**src/rtl/tap_pkg.sv**
```systemverilog
`timescale 1ns/1ps
package tap_pkg;

    typedef enum logic [2:0] {
        ST_IDLE,
        ST_FIRST,
        ST_REJECT,
        ST_LATENCY,
        ST_WINDOW,
        ST_SECOND
    } tap_state_e;

endpackage

```
**src/rtl/tap_axis_mag.sv**
```systemverilog
`timescale 1ns/1ps
module tap_axis_mag #(
    parameter int SAMPLE_W  = 16,
    parameter int CFG_W     = 8,
    parameter int MAG_SHIFT = 4
) (
    input  logic [SAMPLE_W-1:0] sample,
    input  logic [CFG_W-1:0]    thresh,
    output logic                above
);
    localparam int ABS_W = SAMPLE_W + 1;

    logic [ABS_W-1:0] ext;
    logic [ABS_W-1:0] abs_v;
    logic [ABS_W-1:0] scaled;
    logic [CFG_W-1:0] mag;

    always_comb begin
        ext    = {sample[SAMPLE_W-1], sample};
        abs_v  = ext[ABS_W-1] ? (~ext + 1'b1) : ext;
        scaled = abs_v >> MAG_SHIFT;
        if (|scaled[ABS_W-1:CFG_W]) begin
            mag = '1;
        end else begin
            mag = scaled[CFG_W-1:0];
        end
        above = (mag >= thresh);
    end

endmodule

```
**src/rtl/tap_tick_timer.sv**
```systemverilog
`timescale 1ns/1ps
module tap_tick_timer #(
    parameter int CNT_W = 10
) (
    input  logic             clk,
    input  logic             rst_n,
    input  logic             clr,
    input  logic             tick,
    input  logic [CNT_W-1:0] limit,
    output logic             expire
);
    logic [CNT_W-1:0] cnt_q;
    logic [CNT_W-1:0] cnt_inc;

    assign cnt_inc = cnt_q + 1'b1;
    assign expire  = tick && (cnt_inc == limit);

    always_ff @(posedge clk or negedge rst_n) begin
        if (!rst_n) begin
            cnt_q <= '0;
        end else if (clr) begin
            cnt_q <= '0;
        end else if (tick) begin
            cnt_q <= cnt_inc;
        end
    end

endmodule

```
**src/rtl/tap_limit_sel.sv**
```systemverilog
`timescale 1ns/1ps
module tap_limit_sel
    import tap_pkg::*;
#(
    parameter int CFG_W     = 8,
    parameter int SLOW_MULT = 2,
    parameter int CNT_W     = 10
) (
    input  tap_state_e       state,
    input  logic [CFG_W-1:0] cfg_dur,
    input  logic [CFG_W-1:0] cfg_latent,
    input  logic [CFG_W-1:0] cfg_window,
    output logic [CNT_W-1:0] limit,
    output logic             tap_on,
    output logic             dbl_on
);
    logic [CNT_W-1:0] dur_lim;
    logic [CNT_W-1:0] lat_lim;
    logic [CNT_W-1:0] win_lim;

    assign dur_lim = CNT_W'(cfg_dur) + 1'b1;
    assign lat_lim = CNT_W'(cfg_latent) * CNT_W'(SLOW_MULT);
    assign win_lim = CNT_W'(cfg_window) * CNT_W'(SLOW_MULT);
    assign tap_on  = (cfg_dur != '0);
    assign dbl_on  = (cfg_latent != '0) && (cfg_window != '0);

    always_comb begin
        unique case (state)
            ST_FIRST, ST_SECOND: limit = dur_lim;
            ST_LATENCY:          limit = lat_lim;
            ST_WINDOW:           limit = win_lim;
            default:             limit = '0;
        endcase
    end

endmodule

```
**src/rtl/tap_detector.sv**
```systemverilog
`timescale 1ns/1ps
module tap_detector
    import tap_pkg::*;
#(
    parameter int NUM_AXES  = 3,
    parameter int SAMPLE_W  = 16,
    parameter int CFG_W     = 8,
    parameter int MAG_SHIFT = 4,
    parameter int SLOW_MULT = 2
) (
    input  logic                         clk,
    input  logic                         rst_n,
    input  logic                         smp_valid,
    input  logic [NUM_AXES*SAMPLE_W-1:0] smp_data,
    input  logic [NUM_AXES-1:0]          axis_en,
    input  logic                         tick,
    input  logic [CFG_W-1:0]             cfg_thresh,
    input  logic [CFG_W-1:0]             cfg_dur,
    input  logic [CFG_W-1:0]             cfg_latent,
    input  logic [CFG_W-1:0]             cfg_window,
    output logic                         single_tap,
    output logic                         double_tap,
    output logic [NUM_AXES-1:0]          tap_src
);
    localparam int CNT_W = CFG_W + $clog2(SLOW_MULT) + 1;

    tap_state_e state_q, state_d;

    logic [NUM_AXES-1:0] hit_raw;
    logic [NUM_AXES-1:0] hit_vec;
    logic                any_hit;
    logic                smp_high;
    logic                smp_low;
    logic                hold_q;
    logic                above_now;
    logic [NUM_AXES-1:0] en_q;
    logic                en_changed;
    logic [NUM_AXES-1:0] cand_q;
    logic                cand_load;
    logic                fire_single;
    logic                fire_double;
    logic [CNT_W-1:0]    limit;
    logic                tap_on;
    logic                dbl_on;
    logic                expire;
    logic                tmr_clr;

    // Per-axis magnitude compare
    for (genvar g = 0; g < NUM_AXES; g++) begin : g_axis
        tap_axis_mag #(
            .SAMPLE_W  (SAMPLE_W),
            .CFG_W     (CFG_W),
            .MAG_SHIFT (MAG_SHIFT)
        ) u_mag (
            .sample (smp_data[g*SAMPLE_W +: SAMPLE_W]),
            .thresh (cfg_thresh),
            .above  (hit_raw[g])
        );
    end

    assign hit_vec    = hit_raw & axis_en;
    assign any_hit    = |hit_vec;
    assign smp_high   = smp_valid && any_hit;
    assign smp_low    = smp_valid && !any_hit;
    assign above_now  = smp_valid ? any_hit : hold_q;
    assign en_changed = (axis_en != en_q);

    tap_limit_sel #(
        .CFG_W     (CFG_W),
        .SLOW_MULT (SLOW_MULT),
        .CNT_W     (CNT_W)
    ) u_lim (
        .state      (state_q),
        .cfg_dur    (cfg_dur),
        .cfg_latent (cfg_latent),
        .cfg_window (cfg_window),
        .limit      (limit),
        .tap_on     (tap_on),
        .dbl_on     (dbl_on)
    );

    assign tmr_clr = (state_d != state_q) || (state_q == ST_IDLE) ||
                     (state_q == ST_REJECT);

    tap_tick_timer #(
        .CNT_W (CNT_W)
    ) u_tmr (
        .clk    (clk),
        .rst_n  (rst_n),
        .clr    (tmr_clr),
        .tick   (tick),
        .limit  (limit),
        .expire (expire)
    );

    // Next-state logic
    always_comb begin
        state_d     = state_q;
        fire_single = 1'b0;
        fire_double = 1'b0;
        cand_load   = 1'b0;
        if (en_changed) begin
            state_d = ST_IDLE;                       // mask-reset
        end else begin
            unique case (state_q)
                ST_IDLE: begin
                    if (smp_high && tap_on) begin
                        state_d   = ST_FIRST;        // start
                        cand_load = 1'b1;
                    end
                end
                ST_FIRST: begin
                    if (smp_low) begin
                        fire_single = 1'b1;          // qualify
                        state_d     = dbl_on ? ST_LATENCY : ST_IDLE;
                    end else if (expire) begin
                        state_d = ST_REJECT;         // overrun
                    end
                end
                ST_REJECT: begin
                    if (smp_low) begin
                        state_d = ST_IDLE;           // release
                    end
                end
                ST_LATENCY: begin
                    if (expire) begin
                        state_d = above_now ? ST_IDLE : ST_WINDOW; // suppress / open
                    end
                end
                ST_WINDOW: begin
                    if (smp_high) begin
                        state_d = ST_SECOND;         // restart
                    end else if (expire) begin
                        state_d = ST_IDLE;           // close
                    end
                end
                ST_SECOND: begin
                    if (smp_low) begin
                        fire_double = 1'b1;          // confirm
                        state_d     = ST_IDLE;
                    end else if (expire) begin
                        state_d = ST_REJECT;         // overrun
                    end
                end
                default: state_d = ST_IDLE;
            endcase
        end
    end

    // State register
    always_ff @(posedge clk or negedge rst_n) begin
        if (!rst_n) begin
            state_q <= ST_IDLE;
        end else begin
            state_q <= state_d;
        end
    end

    // Bookkeeping of sample history and enable mask
    always_ff @(posedge clk or negedge rst_n) begin
        if (!rst_n) begin
            hold_q <= 1'b0;
            en_q   <= '0;
            cand_q <= '0;
        end else begin
            en_q <= axis_en;
            if (smp_valid) begin
                hold_q <= any_hit;
            end
            if (cand_load) begin
                cand_q <= hit_vec;
            end
        end
    end

    // Outputs
    always_ff @(posedge clk or negedge rst_n) begin
        if (!rst_n) begin
            single_tap <= 1'b0;
            double_tap <= 1'b0;
            tap_src    <= '0;
        end else begin
            single_tap <= fire_single;
            double_tap <= fire_double;
            if (fire_single) begin
                tap_src <= cand_q;
            end
        end
    end

endmodule

```
**config.mk**
```make
export PLATFORM = sky130hd
export DESIGN_NAME = tap_detector
export DESIGN_NICKNAME = d
export VERILOG_FILES = /design/src/rtl/tap_pkg.sv /design/src/rtl/tap_axis_mag.sv /design/src/rtl/tap_tick_timer.sv /design/src/rtl/tap_limit_sel.sv /design/src/rtl/tap_detector.sv
export SDC_FILE = /design/constraint.sdc
export NUM_CORES = 1
export LEC_CHECK = 0
export BUFFER_PORTS_ARGS = -buffer_cell sky130_fd_sc_hd__buf_2
export CAP_MARGIN = 15
export CORE_UTILIZATION = 42
export CTS_BUF_LIST = sky130_fd_sc_hd__clkbuf_8
export CTS_CLUSTER_DIAMETER = 60
export DETAILED_ROUTE_END_ITERATION = 12
export PLACE_DENSITY = 0.67
export SETUP_SLACK_MARGIN = 0.3
export SYNTH_ARGS = -nofsm -noshare
export SYNTH_HDL_FRONTEND = slang
export SYNTH_SLANG_ARGS = --single-unit
```
**constraint.sdc**
```tcl
create_clock -name clk -period 4.2 [get_ports clk]
set_input_delay 0.21 -clock clk [delete_from_list [all_inputs] [get_ports clk]]
set_output_delay 0.21 -clock clk [all_outputs]
set_load 0.01 [all_outputs]
```
==> flow_summary.yaml <==
critical_path:
  critPathMaxFanout: 6
  worstSetupPathType: "input port to flip-flop"
  cp.arrival_ps: 4170
  worstSetupStartpointType: "input port"
  reg2reg_depth: 9
  critPathRequiredTime_ps: 4390
  critPathCaptureType: "flip-flop"
routing:
  ant_nets: 0
  post_drt_wl_per_cell_um: 14.7
  drt_wl_total_um: 9020
  via_per_inst: 5.70
  dr.first_iter.drc_count: 207
  drtPass1Iterations: 5
  num_vias: 3486
  drcViolationCount: 0
cells_and_area:
  layout_commonest_cell: "buf_2"
  final_cell_mix: "buf_2 (90), nand2_1 (51), xor2_1 (37)"
  layout-drive-gt1-share: 0.314
  fill_cells: 669
  n_antenna_cell: 0
  fin_util: 0.582
  final_area_mm2: 0.00427
  nets: 628
  area_delta_synth_final_pct: 32.0
timing:
  tightestPinTransition_ps: 799
  rsz0062_at_grt: "yes"
  holdWs_ps: 88.8
  finalWorstPathRequiredPeriod_ps: 3980
  setup_viol: 0
  final.period_utilization: 0.948
  clock_skew_ps: 4.39
  slew_viol_final: 0
  finalHoldViolCount: 0
  slew_headroom: 0.466
  fmax_mhz: 251
logic_synthesis:
  yosysSeqAreaShare: 0.193
  ys_warn_count: 0
  synthArstFlopShare: 1.00
  synthAdderAreaFrac: 0.104
  synth_cell_type_count: 59
  synth-seq-cells: 25
  synth_compound_area_frac: 0.174
  synth-edff-count: 0
  syn-num-nets: 520
  syn_avg_cell_area_um2: 7.97
  ys.flop_type: "dfrtp_1"
  synth-simple-area-share: 0.321
  synth_mux_area_frac: 0.0294
  synth_cells: 406
  synth.cell_area_mm2: 0.00323
  synth_top_family_by_area: "simple AND/OR/NAND/NOR gates"
  synth_xor_area_frac: 0.133
place:
  port_buffers: 91
  placed_cell_area_mm2: 0.00397
  place_hpwl_um: 7260
  gp_congestion: 0.869
power:
  leakagePower_nw: 1.95
  p_comb_frac: 0.381
  p_sw_mw: 0.226
  p_sw_frac: 0.337
  ir_worst_vdd_mv: 0.128
  p_per_area_mw_per_mm2: 157
  seq_power_share: 0.406
  p_int_mw: 0.445
  pwr-share-clk: 0.214
clock_network:
  cts.clk_slew.worst_paths_ps: 90
  htree_levels: 1
  clockRootBuffer: "clkbuf_8"
  cts_made_buffers: 3
  clk_latency_ps: 260
  cts_sinks: 25
  clock_path_buffers: 2
  cts_tree: "done"
run:
  maxCapViolCount: 0
floorplan:
  fp.dieW_um: 89.8
  ios: 92
  core_area_mm2: 0.00733
  dieArea_mm2: 0.00806
  rows: 31
  die_h_um: 89.8
  start_util: 0.441
min_path:
  hold_depth: 1
  holdCritPathClass: "input port to flip-flop"
status:
  status: "complete, no violations"
grt:
  grt_max_degree: 26
  grt_pass1_vias: 3331
  overflow: 0
  antenna_found_initial: 0
  groute.usage.overall: 0.220
  grt_pass1_wl_um: 15000
[layout make-up]
class	instances	area, µm²	share of cell area
timing repair buffer	119	686	0.161
sequential	25	626	0.147
clock inverter	1	7.51	0.00176
tap	99	124	0.0290
inverter	19	71.3	0.0167
clock buffer	3	41.3	0.00967
multi-input combinational	346	2710	0.636
[per-stage QoR]
stage / TNS [ps] / total power [mW] / instances / worst slack [ps]
after floorplan: 0 / 0.403 / 406 / 175
after global placement: -538 / 0.503 / 601 / -55.8
after detailed placement: -1270 / 0.510 / 601 / -146
after CTS: 0 / 0.666 / 611 / 258
after global routing: 0 / 0.724 / 612 / 3.37
final: 0 / 0.671 / 612 / 219
[power by group through the flow]
stage	Clock (mW)	Combinational [mW]	Sequential, mW
after global placement	0	0.227	0.276
final	0.143	0.256	0.272
after global routing	0.160	0.287	0.277
after CTS	0.149	0.244	0.272
after detailed placement	0	0.234	0.276
after floorplan	0	0.130	0.273
[path summary, 6_finish.rpt]
path | startpoint | endpoint | slack [ps]
worst max register to register | state_q[2]$_DFF_PN0_ | u_tmr.cnt_q[5]$_DFFE_PN0P_ | 1080
worst min-delay path | axis_en[1] | en_q[1]$_DFF_PN0_ | 90
worst max-delay path | smp_data[2] | u_tmr.cnt_q[5]$_DFFE_PN0P_ | 220
worst min register to register | hold_q$_DFF_PN0_ | hold_q$_DFF_PN0_ | 500
min in group asynchronous | rst_n | cand_q[0]$_DFFE_PN0P_ | 470
max in group asynchronous | rst_n | tap_src[0]$_DFFE_PN0P_ | 3360
[kinds of logic after synthesis]
group	count (synthesis)
xor+xnor	49
buf+inv	35
simple gates	180
mux	9
flops	25
compound gates	81
fa+ha+maj	27
[flip-flops by register name, summed over array words and instances, names as in the netlist]
| name | flops |
|---|---|
| u_tmr.cnt_q | 10 |
| cand_q | 3 |
| en_q | 3 |
| state_q | 3 |
| tap_src | 3 |
| double_tap | 1 |
| hold_q | 1 |
| single_tap | 1 |
[synthesized netlist by cell type, drive strengths merged (3+ instances only)]
master | instances | share of area
nand2b | 14 | 0.027
a22oi | 4 | 0.0093
buf | 6 | 0.011
nor4 | 8 | 0.022
o211ai | 6 | 0.014
or4 | 11 | 0.026
nand2 | 51 | 0.059
a22o | 3 | 0.0081
xor2 | 37 | 0.10
mux2 | 4 | 0.014
and4 | 8 | 0.022
o21ai | 17 | 0.026
a31oi | 7 | 0.014
nand4 | 23 | 0.044
nor2 | 17 | 0.020
clkbuf | 10 | 0.012
mux2i | 5 | 0.015
o41ai | 3 | 0.0081
a211oi | 5 | 0.012
inv | 19 | 0.022
and2 | 5 | 0.0097
dfrtp | 25 | 0.19
nand3 | 14 | 0.022
o31ai | 7 | 0.021
a21oi | 14 | 0.022
xnor2 | 12 | 0.032
and3 | 8 | 0.015
a21o | 4 | 0.0093
nor3 | 3 | 0.0046
ha | 27 | 0.10
[worst max-delay path, cell delays in order]
cell,delay [ps]
buf_6,90
or4_4,560
nor4_4,160
nand2b_1,110
or4_4,450
o21ai_4,160
o41ai_4,130
and2_1,170
ha_1,270
nand2b_4,150
a31oi_4,170
o21ai_2,80
a222oi_1,330
buf_4,190
xnor2_2,100
nor2_1,60
or4b_4,500
buf_6,150
a21oi_1,130
[routing by layer]
layer / vias to the layer above / GRT usage / part of all wire
met5: - / 0 / 0
met4: 0 / 0.0410 / 0.012
met3: 8 / 0.0271 / 0.054
met2: 106 / 0.394 / 0.48
met1: 1638 / 0.285 / 0.45
li1: 1734 / - / -
[timing repair]
action	CTS	global route
endpoints found under the setup margin	10	21
buffers inserted	4	1
hold buffers	1	0
gates cloned	1	0
resized for setup	15	17
pin swaps	3	3
hold endpoints to repair	25	0
Power figures use the tool's default switching activity.
